[src/rtl/ssb_pkg.sv]
package ssb_pkg;
  parameter int DEPTH = 8;
  parameter int AW    = 32;
  parameter int DW    = 32;
  parameter int AGEW  = 4;
  localparam int IDXW = $clog2(DEPTH);

  typedef logic [AGEW-1:0] age_t;

  typedef struct packed {
    logic [DEPTH-1:0] alloc;
    logic [DEPTH-1:0] commit;
    logic [DEPTH-1:0] squash;
    logic [DEPTH-1:0] release_;
    logic             drainVld;
    logic [IDXW-1:0]  drainIdx;
  } strobe_t;

  // a is older than b when (a - b) wraps negative
  function automatic logic isOlder(input age_t a, input age_t b);
    age_t diff;
    diff = a - b;
    return diff[AGEW-1];
  endfunction
endpackage

[src/rtl/ssb_ctrl.sv]
module ssb_ctrl
  import ssb_pkg::*;
(
  input  logic             clk,
  input  logic             rstN,
  input  logic             stValid,
  input  logic             cmtValid,
  input  age_t             cmtAge,
  input  logic             abtValid,
  input  age_t             abtAge,
  input  logic             drainReady,
  input  logic [DEPTH-1:0] entValid,
  input  logic [DEPTH-1:0] entSpec,
  input  age_t             entAge [DEPTH],
  output strobe_t          strobe,
  output logic             stFull
);
  logic [DEPTH-1:0] freeOneHot;
  logic             anyFree;
  logic             headFound;
  logic [IDXW-1:0]  headIdx;

  // lowest free slot
  always_comb begin
    freeOneHot = '0;
    anyFree    = 1'b0;
    for (int i = 0; i < DEPTH; i++) begin
      if (!entValid[i] && !anyFree) begin
        freeOneHot[i] = 1'b1;
        anyFree       = 1'b1;
      end
    end
  end

  // oldest committed slot
  always_comb begin
    headFound = 1'b0;
    headIdx   = '0;
    for (int i = 0; i < DEPTH; i++) begin
      if (entValid[i] && !entSpec[i]) begin
        if (!headFound || isOlder(entAge[i], entAge[headIdx])) begin
          headIdx   = IDXW'(i);
          headFound = 1'b1;
        end
      end
    end
  end

  always_comb begin
    strobe          = '0;
    strobe.alloc    = (stValid && anyFree) ? freeOneHot : '0;
    strobe.drainVld = headFound;
    strobe.drainIdx = headIdx;
    for (int i = 0; i < DEPTH; i++) begin
      strobe.commit[i]   = cmtValid && entValid[i] && entSpec[i] && (entAge[i] == cmtAge);
      strobe.squash[i]   = abtValid && entValid[i] && entSpec[i] && (entAge[i] == abtAge);
      strobe.release_[i] = headFound && drainReady && (headIdx == IDXW'(i));
    end
  end

  assign stFull = !anyFree;


  full_holds_chk: assert property (@(posedge clk) disable iff (!rstN)
    (stValid && stFull && !(headFound && drainReady) && !abtValid) |=> stFull);


  alloc_single_chk: assert property (@(posedge clk) disable iff (!rstN)
    stValid |-> $onehot0(strobe.alloc));
endmodule

[src/rtl/ssb_data.sv]
module ssb_data
  import ssb_pkg::*;
(
  input  logic             clk,
  input  logic             rstN,
  input  strobe_t          strobe,
  input  logic [AW-1:0]    stAddr,
  input  logic [DW-1:0]    stData,
  input  age_t             stAge,
  input  logic [AW-1:0]    ldAddr,
  input  age_t             ldAge,
  input  logic [DW-1:0]    ldCacheData,
  input  logic             drainReady,
  output logic             ldHit,
  output logic [DW-1:0]    ldData,
  output logic [AW-1:0]    drainAddr,
  output logic [DW-1:0]    drainData,
  output logic [DEPTH-1:0] entValid,
  output logic [DEPTH-1:0] entSpec,
  output age_t             entAge [DEPTH]
);
  logic [AW-1:0] entAddr [DEPTH];
  logic [DW-1:0] entData [DEPTH];

  for (genvar g = 0; g < DEPTH; g++) begin : gSlot
    always_ff @(posedge clk) begin
      if (!rstN) begin
        entValid[g] <= 1'b0;
        entSpec[g]  <= 1'b0;
      end else if (strobe.alloc[g]) begin
        entValid[g] <= 1'b1;
        entSpec[g]  <= 1'b1;
      end else begin
        if (strobe.commit[g])
          entSpec[g] <= 1'b0;
        if (strobe.squash[g] || strobe.release_[g])
          entValid[g] <= 1'b0;
      end
    end

    always_ff @(posedge clk) begin
      if (strobe.alloc[g]) begin
        entAddr[g] <= stAddr;
        entData[g] <= stData;
        entAge[g]  <= stAge;
      end
    end


    alloc_sets_chk: assert property (@(posedge clk) disable iff (!rstN)
      strobe.alloc[g] |=> (entValid[g] && entSpec[g]));


    squash_frees_chk: assert property (@(posedge clk) disable iff (!rstN)
      strobe.squash[g] |=> !entValid[g]);
  end

  // forwarding: youngest matching store older than the load
  logic          bufHit;
  logic [DW-1:0] bufWord;
  age_t          bestAge;

  always_comb begin
    bufHit  = 1'b0;
    bufWord = '0;
    bestAge = '0;
    for (int i = 0; i < DEPTH; i++) begin
      if (entValid[i] && (entAddr[i] == ldAddr) && isOlder(entAge[i], ldAge)) begin
        if (!bufHit || isOlder(bestAge, entAge[i])) begin
          bufHit  = 1'b1;
          bufWord = entData[i];
          bestAge = entAge[i];
        end
      end
    end
  end

  assign ldHit     = bufHit;
  assign ldData    = bufHit ? bufWord : ldCacheData;
  assign drainAddr = entAddr[strobe.drainIdx];
  assign drainData = entData[strobe.drainIdx];


  drain_committed_chk: assert property (@(posedge clk) disable iff (!rstN)
    strobe.drainVld |-> (entValid[strobe.drainIdx] && !entSpec[strobe.drainIdx]));


  drain_stall_chk: assert property (@(posedge clk) disable iff (!rstN)
    (strobe.drainVld && !drainReady) |=>
      (strobe.drainVld && $stable(drainAddr) && $stable(drainData)));
endmodule

[src/rtl/ssb_top.sv]
module ssb_top
  import ssb_pkg::*;
(
  input  logic          clk,
  input  logic          rstN,
  input  logic          stValid,
  input  logic [AW-1:0] stAddr,
  input  logic [DW-1:0] stData,
  input  age_t          stAge,
  output logic          stFull,
  input  logic          cmtValid,
  input  age_t          cmtAge,
  input  logic          abtValid,
  input  age_t          abtAge,
  input  logic [AW-1:0] ldAddr,
  input  age_t          ldAge,
  input  logic [DW-1:0] ldCacheData,
  output logic          ldHit,
  output logic [DW-1:0] ldData,
  output logic          drainValid,
  input  logic          drainReady,
  output logic [AW-1:0] drainAddr,
  output logic [DW-1:0] drainData
);
  strobe_t          strobe;
  logic [DEPTH-1:0] entValid;
  logic [DEPTH-1:0] entSpec;
  age_t             entAge [DEPTH];

  ssb_ctrl uCtrl (
    .clk(clk), .rstN(rstN), .stValid(stValid),
    .cmtValid(cmtValid), .cmtAge(cmtAge),
    .abtValid(abtValid), .abtAge(abtAge),
    .drainReady(drainReady),
    .entValid(entValid), .entSpec(entSpec), .entAge(entAge),
    .strobe(strobe), .stFull(stFull)
  );

  ssb_data uData (
    .clk(clk), .rstN(rstN), .strobe(strobe),
    .stAddr(stAddr), .stData(stData), .stAge(stAge),
    .ldAddr(ldAddr), .ldAge(ldAge), .ldCacheData(ldCacheData),
    .drainReady(drainReady),
    .ldHit(ldHit), .ldData(ldData),
    .drainAddr(drainAddr), .drainData(drainData),
    .entValid(entValid), .entSpec(entSpec), .entAge(entAge)
  );

  assign drainValid = strobe.drainVld;
endmodule

[config.mk]
export PLATFORM = sky130hd
export DESIGN_NAME = ssb_top
export DESIGN_NICKNAME = d
export VERILOG_FILES = /design/src/rtl/ssb_pkg.sv /design/src/rtl/ssb_ctrl.sv /design/src/rtl/ssb_data.sv /design/src/rtl/ssb_top.sv
export SDC_FILE = /design/constraint.sdc
export NUM_CORES = 1
export LEC_CHECK = 0
export BUFFER_PORTS_ARGS = -buffer_cell sky130_fd_sc_hd__buf_2
export CORE_MARGIN = 4
export CORE_UTILIZATION = 30
export CTS_CLUSTER_SIZE = 20
export DETAILED_ROUTE_END_ITERATION = 8
export PLACE_DENSITY_LB_ADDON = 0.08
export SLEW_MARGIN = 15
export SYNTH_ARGS = -nofsm -noshare
export SYNTH_HDL_FRONTEND = slang
export SYNTH_SLANG_ARGS = --single-unit
export TNS_END_PERCENT = 50
[constraint.sdc]
create_clock -name clk -period 33.4 [get_ports clk]
set_clock_uncertainty 0.2 [all_clocks]
set_input_delay 8.35 -clock clk [delete_from_list [all_inputs] [get_ports clk]]
set_output_delay 8.35 -clock clk [all_outputs]
set_load 0.01 [all_outputs]
## Yosys cells after proc, flatten, opt, wreduce, memory -nomap -nowiden

Memories as Yosys holds them, arrays and structs flattened.
Index checks and enable logic that the tools add are counted.

- Register bits after elaboration: 48
- Bits in writable memories: 512
- Input port bits: 150
- Output and inout port bits: 99
- Logic and storage cells: 466
- Memories kept: 2

Memory list:

| memory | depth | bits a word | read ports | clocked after memory_dff | write ports | RTL line | source |
|---|---|---|---|---|---|---|---|
| uData.entAddr | 8 | 32 | 9 | 0 | 1 | ssb_data.sv:22 | `logic [AW-1:0] entAddr [DEPTH];` |
| uData.entData | 8 | 32 | 9 | 0 | 1 | ssb_data.sv:23 | `logic [DW-1:0] entData [DEPTH];` |

- $add $sub $neg: 22
- Magnitude comparators: 6
- Equal/unequal tests: 31
- Multiplexer cells: 197
- Bitwise operators: 6
- Reductions and logical operators: 178

Operator list:

| operator | number |
|---|---|
| $mux W32 | 30 |
| $reduce_or A32 Y1 | 14 |
| $eq A32 B32 Y1 | 8 |
| $mux W1 | 108 |
| $mux W4 | 25 |
| $logic_and A1 B1 Y1 | 89 |
| $sub A4 B4 Y4 | 22 |
| $mux W3 | 27 |
| $bmux W4 S3 | 6 |
| $eq A4 B4 Y1 | 16 |
| $logic_not A1 Y1 | 36 |
| $reduce_bool A2 Y1 | 16 |
| $ge A4 B4 Y1 const B | 6 |
| $not A3 Y4 | 6 |
| $logic_or A1 B1 Y1 | 22 |
| $eq A3 B3 Y1 const B | 4 |
| $mux W8 | 1 |
| $eq A3 B2 Y1 const B | 2 |
| $eq A3 B1 Y1 const B | 1 |
| $logic_not A3 Y1 | 1 |

## Longest topological paths before layout

- Word-level depth: 60
- Mapped depth: 74
- Depth with buffers taken out: 67

## By module

Synthesis repeated with hierarchy kept, for this count alone.

- Cell total of the unflattened synthesis: 2714
- Area total of the unflattened synthesis: 33344.5 um2

By module, submodules not included:

| module | times used | cells an instance | area an instance (um2) | seq. area each (um2) |
|---|---|---|---|---|
| ssb_data | 1 | 2204 | 29811.1 | 16656.0 |
| ssb_ctrl | 1 | 510 | 3533.4 | 0.0 |

## Least setup slack after synthesis

OpenSTA, ideal clock, no wires.

- Path kind: input to output
- From: input ldAddr[31]
- To: output ldData[10]
- Arrival time: 22367 ps
- Data required time: 24850 ps
- Setup slack: 2483 ps
- Cell stages on the path: 66
- Buffers on the path: 7
- Cells stage by stage: clkbuf_1 -> xor2_1 -> nor4b_1 -> nand4_1 -> or3_1 -> clkbuf_1 -> nor3_1 -> ha_1 -> a21o_1 -> a21oi_1 -> xnor2_1 -> o31ai_1 -> o21ai_0 -> ha_1 -> o21ai_0 -> nand2b_1 -> o31a_1 -> xnor2_1 -> [... 30 more ...] -> mux2_2 -> ha_1 -> or3b_2 -> a221oi_1 -> nor3_1 -> xnor2_1 -> o21bai_1 -> nand2_1 -> buf_1 -> mux2_2 -> ha_1 -> o21ai_0 -> a32oi_1 -> xnor2_1 -> o21a_1 -> clkbuf_1 -> nand2_1 -> nand2_1

- Word-level cells in the longest chain between the ends: 33
- Elaborated cells on any way between the ends: 89
- Those cells by class: add/sub (7); eq/ne (8); mux (44); reduce/logical (30)

RTL lines:

| element | RTL line | source |
|---|---|---|
| start: declaration | ssb_top.sv:15 | `input logic [AW-1:0] ldAddr,` |
| $eq A32 B32 Y1 | ssb_data.sv:68 | `if (entValid[i] && (entAddr[i] == ldAddr) && isOlder(entAge[i], ldAge)) begin` |
| $logic_and A1 B1 Y1 (2 in a row) | ssb_data.sv:68 |  |
| $mux W4 / $mux W1 (equally long branches) | ssb_data.sv:68 |  |
| $sub A4 B4 Y4 / $logic_not A1 Y1 (equally long branches) | ssb_pkg.sv:22, ssb_data.sv:69 |  |
| $logic_or A1 B1 Y1 | ssb_data.sv:69 | `if (!bufHit \|\| isOlder(bestAge, entAge[i])) begin` |
| $mux W4 / $mux W1 (equally long branches) | ssb_data.sv:69 |  |
| $mux W4 / $mux W1 (equally long branches) | ssb_data.sv:68 |  |
| $sub A4 B4 Y4 / $logic_not A1 Y1 (equally long branches) | ssb_pkg.sv:22, ssb_data.sv:69 |  |
| [... 16 more ...] | -- |  |
| $logic_or A1 B1 Y1 | ssb_data.sv:69 |  |
| $mux W4 / $mux W1 (equally long branches) | ssb_data.sv:69 |  |
| $mux W4 / $mux W1 (equally long branches) | ssb_data.sv:68 |  |
| $sub A4 B4 Y4 / $logic_not A1 Y1 (equally long branches) | ssb_pkg.sv:22, ssb_data.sv:69 |  |
| $logic_or A1 B1 Y1 | ssb_data.sv:69 |  |
| $mux W32 / $mux W1 (equally long branches) | ssb_data.sv:69 |  |
| $mux W32 / $mux W1 (equally long branches) | ssb_data.sv:68 |  |
| $mux W32 (*) | ssb_data.sv:79 | `assign ldData = bufHit ? bufWord : ldCacheData;` |
| end: declaration | ssb_top.sv:19 | `output logic [DW-1:0] ldData,` |

Mark *: on every way between the ends. The rest lies on a longest branch, timed or not.

## Final worst setup path

- From: input ldAge[2]
- To: output ldData[16]

- Word-level cells in the longest chain between the ends: 32
- Elaborated cells on any way between the ends: 81
- Those cells by class: add/sub (15); mux (44); reduce/logical (22)

RTL lines:

| element | RTL line | source |
|---|---|---|
| start: declaration | ssb_top.sv:16 | `input age_t ldAge,` |
| $sub A4 B4 Y4 | ssb_pkg.sv:22 | `diff = a - b;` |
| $logic_and A1 B1 Y1 | ssb_data.sv:68 |  |
| $mux W4 / $mux W1 (equally long branches) | ssb_data.sv:68 |  |
| $sub A4 B4 Y4 / $logic_not A1 Y1 (equally long branches) | ssb_pkg.sv:22, ssb_data.sv:69 |  |
| $logic_or A1 B1 Y1 | ssb_data.sv:69 |  |
| $mux W4 / $mux W1 (equally long branches) | ssb_data.sv:69 |  |
| $mux W4 / $mux W1 (equally long branches) | ssb_data.sv:68 |  |
| $sub A4 B4 Y4 / $logic_not A1 Y1 (equally long branches) | ssb_pkg.sv:22, ssb_data.sv:69 |  |
| [... 16 more ...] | -- |  |
| $logic_or A1 B1 Y1 | ssb_data.sv:69 |  |
| $mux W4 / $mux W1 (equally long branches) | ssb_data.sv:69 |  |
| $mux W4 / $mux W1 (equally long branches) | ssb_data.sv:68 |  |
| $sub A4 B4 Y4 / $logic_not A1 Y1 (equally long branches) | ssb_pkg.sv:22, ssb_data.sv:69 |  |
| $logic_or A1 B1 Y1 | ssb_data.sv:69 |  |
| $mux W32 / $mux W1 (equally long branches) | ssb_data.sv:69 |  |
| $mux W32 / $mux W1 (equally long branches) | ssb_data.sv:68 |  |
| $mux W32 (*) | ssb_data.sv:79 |  |

Marked as above.

==> results.toml <==
[setup_path]
cpPeakStageDelay_ps = 1000
path_common_cell = "ha_1"
worstPathArrival_ps = 23420
crit_path_start_kind = "input pin"
critPathKind = "in2out"
crit_slowest_cell = "xnor2_1"
startpoint = "ldAge[2]"
critPathCaptureType = "output port"
timing.rr.start = "uData.entAge[30]$_DFFE_PP_"
rrSetupSlack_ps = 15780
crit_end = "ldData[16]"
reg2reg_to = "uData.entValid[6]$_SDFFE_PN0P_"
worstPathMaxFanout = 32
critPathRequiredTime_ps = 24850
r2r_cells = 59

[yosys]
ys_seq_elements = 560
synth.most_common_cell = "edfxtp_1"
synth_common_cells = "edfxtp_1 (544), nand2_1 (323), a21oi_1 (321)"
async_flop_share_pct = 0
synth_flop_cell = "edfxtp_1"
ys_types = 92
ys_top_cells_by_area = "edfxtp_1 (50%), a21oi_1 (5.0%), xor2_1 (4.9%), xnor2_1 (4.6%), mux2i_1 (3.9%)"
yosys_warnings = 0
synth-edff-count = 544
ys_seq_area_share_pct = 51.4
syn_area_mm2 = 0.0324
post-synth-top-area-cell = "edfxtp_1"
syn_avg_cell_area_um2 = 10.3
synthCells = 3136
synth_fp_nets = 3330
yosysTopAreaCellShare_pct = 50.4

[drt]
ant_nets = 0
met2_length_um = 64300
wirelength_um = 140000
top_layer = "met5"
wl_per_cell_um = 29.5
via_per_inst = 5.58
drc = 0
firstDrtPassIters = 6
drt_iter0_drc = 2343
drt-met1-wl_um = 64600
wl_met3_um = 8160
vias = 26500

[power_and_ir_drop]
switching_power_uw = 465
power_frac_comb_pct = 11.1
switching_share_pct = 26.6
p_clk_share_pct = 43.5
vdd_drop_max_v = 0.0000327
power.internal_uw = 1280
power.density_mw_per_mm2 = 46.8
power_uw = 1740
power_leakage_uw = 0.0132
seqPwrFrac_pct = 45.4

[global_routing]
antenna_found_initial = 15
track_usage_pct = 24.1
overflow = 0
grt_pass1_wl_um = 197000
grt_pass1_vias = 25900
grt_max_degree = 75

[floorplan]
die_y_um = 337
die_area_mm2 = 0.113
core_mm2 = 0.107
start_util_pct = 30.3
die_w_um = 337
ios = 249
placementRows = 120

[timing]
timing.final.hold_violations = 0
timing.fmax_mhz = 31.3
period_needed_ps = 31970
maxSlewHeadroom_pct = 5.03
slew_violations = 0
worst_slew_pin_slew_ps = 1410
tns_ps = 0
setup_viol = 0
rsz0062_at_grt = "false"
fin_crit_sh_pct = 95.7

[clocking]
cts_sinks = 560
cts_tree = "built"
clock-root-buffer = "clkbuf_16"
htree_levels = 3
postCtsSetupBuffers = 0
cts_resized = 0
numCtsBuffers = 73
insertion_delay_ps = 650
cts_hold_buf = 0
ctsLongestPathBuffers = 3
path_clk_slew_ps = 50

[min_path]
hp-class = "reg2reg"
hold_start = "uData.entSpec[7]$_SDFFE_PN0P_"
holdPathStages = 2

[cells_and_area]
stdcell_count = 4754
multi_input_area_mm2 = 0.0148
area_growth_pct = 15.1
nNetsFinal = 3486
fin_util_pct = 34.8
fillers = 10800
drive_above_1_share_pct = 13.8
seqCellArea_mm2 = 0.0167

[place]
globalplace.congestion = 0.944
dp.cells = 4620
port_buffers = 248
dp_hpwl_um = 95800

[flow_run]
maxCapViolations = 0

[outcome]
status = "finished clean"
## logic make-up after synthesis
group	after synthesis	synth area share, %
multiplexers	143	4.49
buffers and inverters	281	3.40
AO/OA/AOI/OAI	745	14.8
flip-flops	560	51.4
adder cells (fa/ha/maj)	44	1.70
AND/OR/NAND/NOR	1010	14.6
XOR/XNOR	353	9.63
## layout make-up
cell class	instances	area share, %
flip-flops and latches	560	44.7
multi-input cells	2295	39.7
clock buffers	96	5.24
well taps	1403	4.71
repair buffers	291	4.19
clock inverters	32	0.725
inverters	71	0.715
diodes	6	0.0403
## flip-flops by register name, summed over array words and instances, names as in the netlist
signal / flops
uData.entAge: 32
uData.entAddr: 256
uData.entData: 256
uData.entSpec: 8
uData.entValid: 8
## per-stage QoR
stage | setup slack [ps] | hold WS (ps) | cell area (um2)
3_5_place_dp | 1500 | 331 | 35100
6_report | 1430 | 337 | 37300
5_1_grt | 312 | 374 | 37300
4_1_cts | 1380 | 343 | 37300
3_3_place_gp | 1980 | 321 | 35100
2_1_floorplan | 2480 | 291 | 32400
## worst min path at each step
stage / endpoint / slack, ps
finish: uData.entSpec[7]$_SDFFE_PN0P_ / 340
global placement: uData.entSpec[3]$_SDFFE_PN0P_ / 320
CTS: uData.entSpec[7]$_SDFFE_PN0P_ / 340
global route: uData.entSpec[7]$_SDFFE_PN0P_ / 370
detailed placement: uData.entSpec[7]$_SDFFE_PN0P_ / 330
floorplan: uData.entSpec[7]$_SDFFE_PN0P_ / 290
## critical path: cells and delay by family
| kind | cells | cell delay [ps] |
|---|---|---|
| muxes | 3 | 1020 |
| adders and majority gates | 8 | 2290 |
| buffers and inverters | 6 | 1110 |
| xor gates and xnor gates | 8 | 2820 |
| AOI/OAI and AO/OA | 23 | 4900 |
| and+or+nand+nor | 17 | 2910 |
## power groups by stage
stage               Clock (uW)  Sequential, uW  Combinational (uW)
floorplan                    0             804                 102
global placement             0             805                 192
detailed placement           0             806                 192
CTS                        776             791                 193
global route               805             792                 205
finish                     759             791                 193
## metal layers
metal / vias up / track usage, %
li1: 11900 / -
met1: 13500 / 33.7
met2: 897 / 38.7
met3: 181 / 4.20
met4: 4 / 5.89
met5: - / 0
## layout by cell type, fill, tap and decap left out, types with 7 or more instances in the layout
master	n
edfxtp_1	544
nand2_1	321
a21oi_1	319
nor2_1	307
buf_2	248
xor2_1	180
xnor2_1	170
o21ai_0	133
mux2i_1	127
a221oi_1	110
clkbuf_16	75
inv_1	71
nand3_1	66
nand4_1	62
nor3_1	50
nor4_1	44
ha_1	44
buf_4	43
o211ai_1	33
nand2b_1	24
clkbuf_1	21
nor2b_1	20
a21o_1	19
dfxtp_1	16
mux2_2	14
clkinv_1	14
or3_1	13
a22o_1	13
and2_1	12
or2_2	12
a22oi_1	11
or4_1	10
o21a_1	10
nor3b_1	9
a31oi_1	8
a211oi_1	8
or3b_2	7
a211o_1	7
clkinv_2	7
Power figures use the tool's default switching activity.
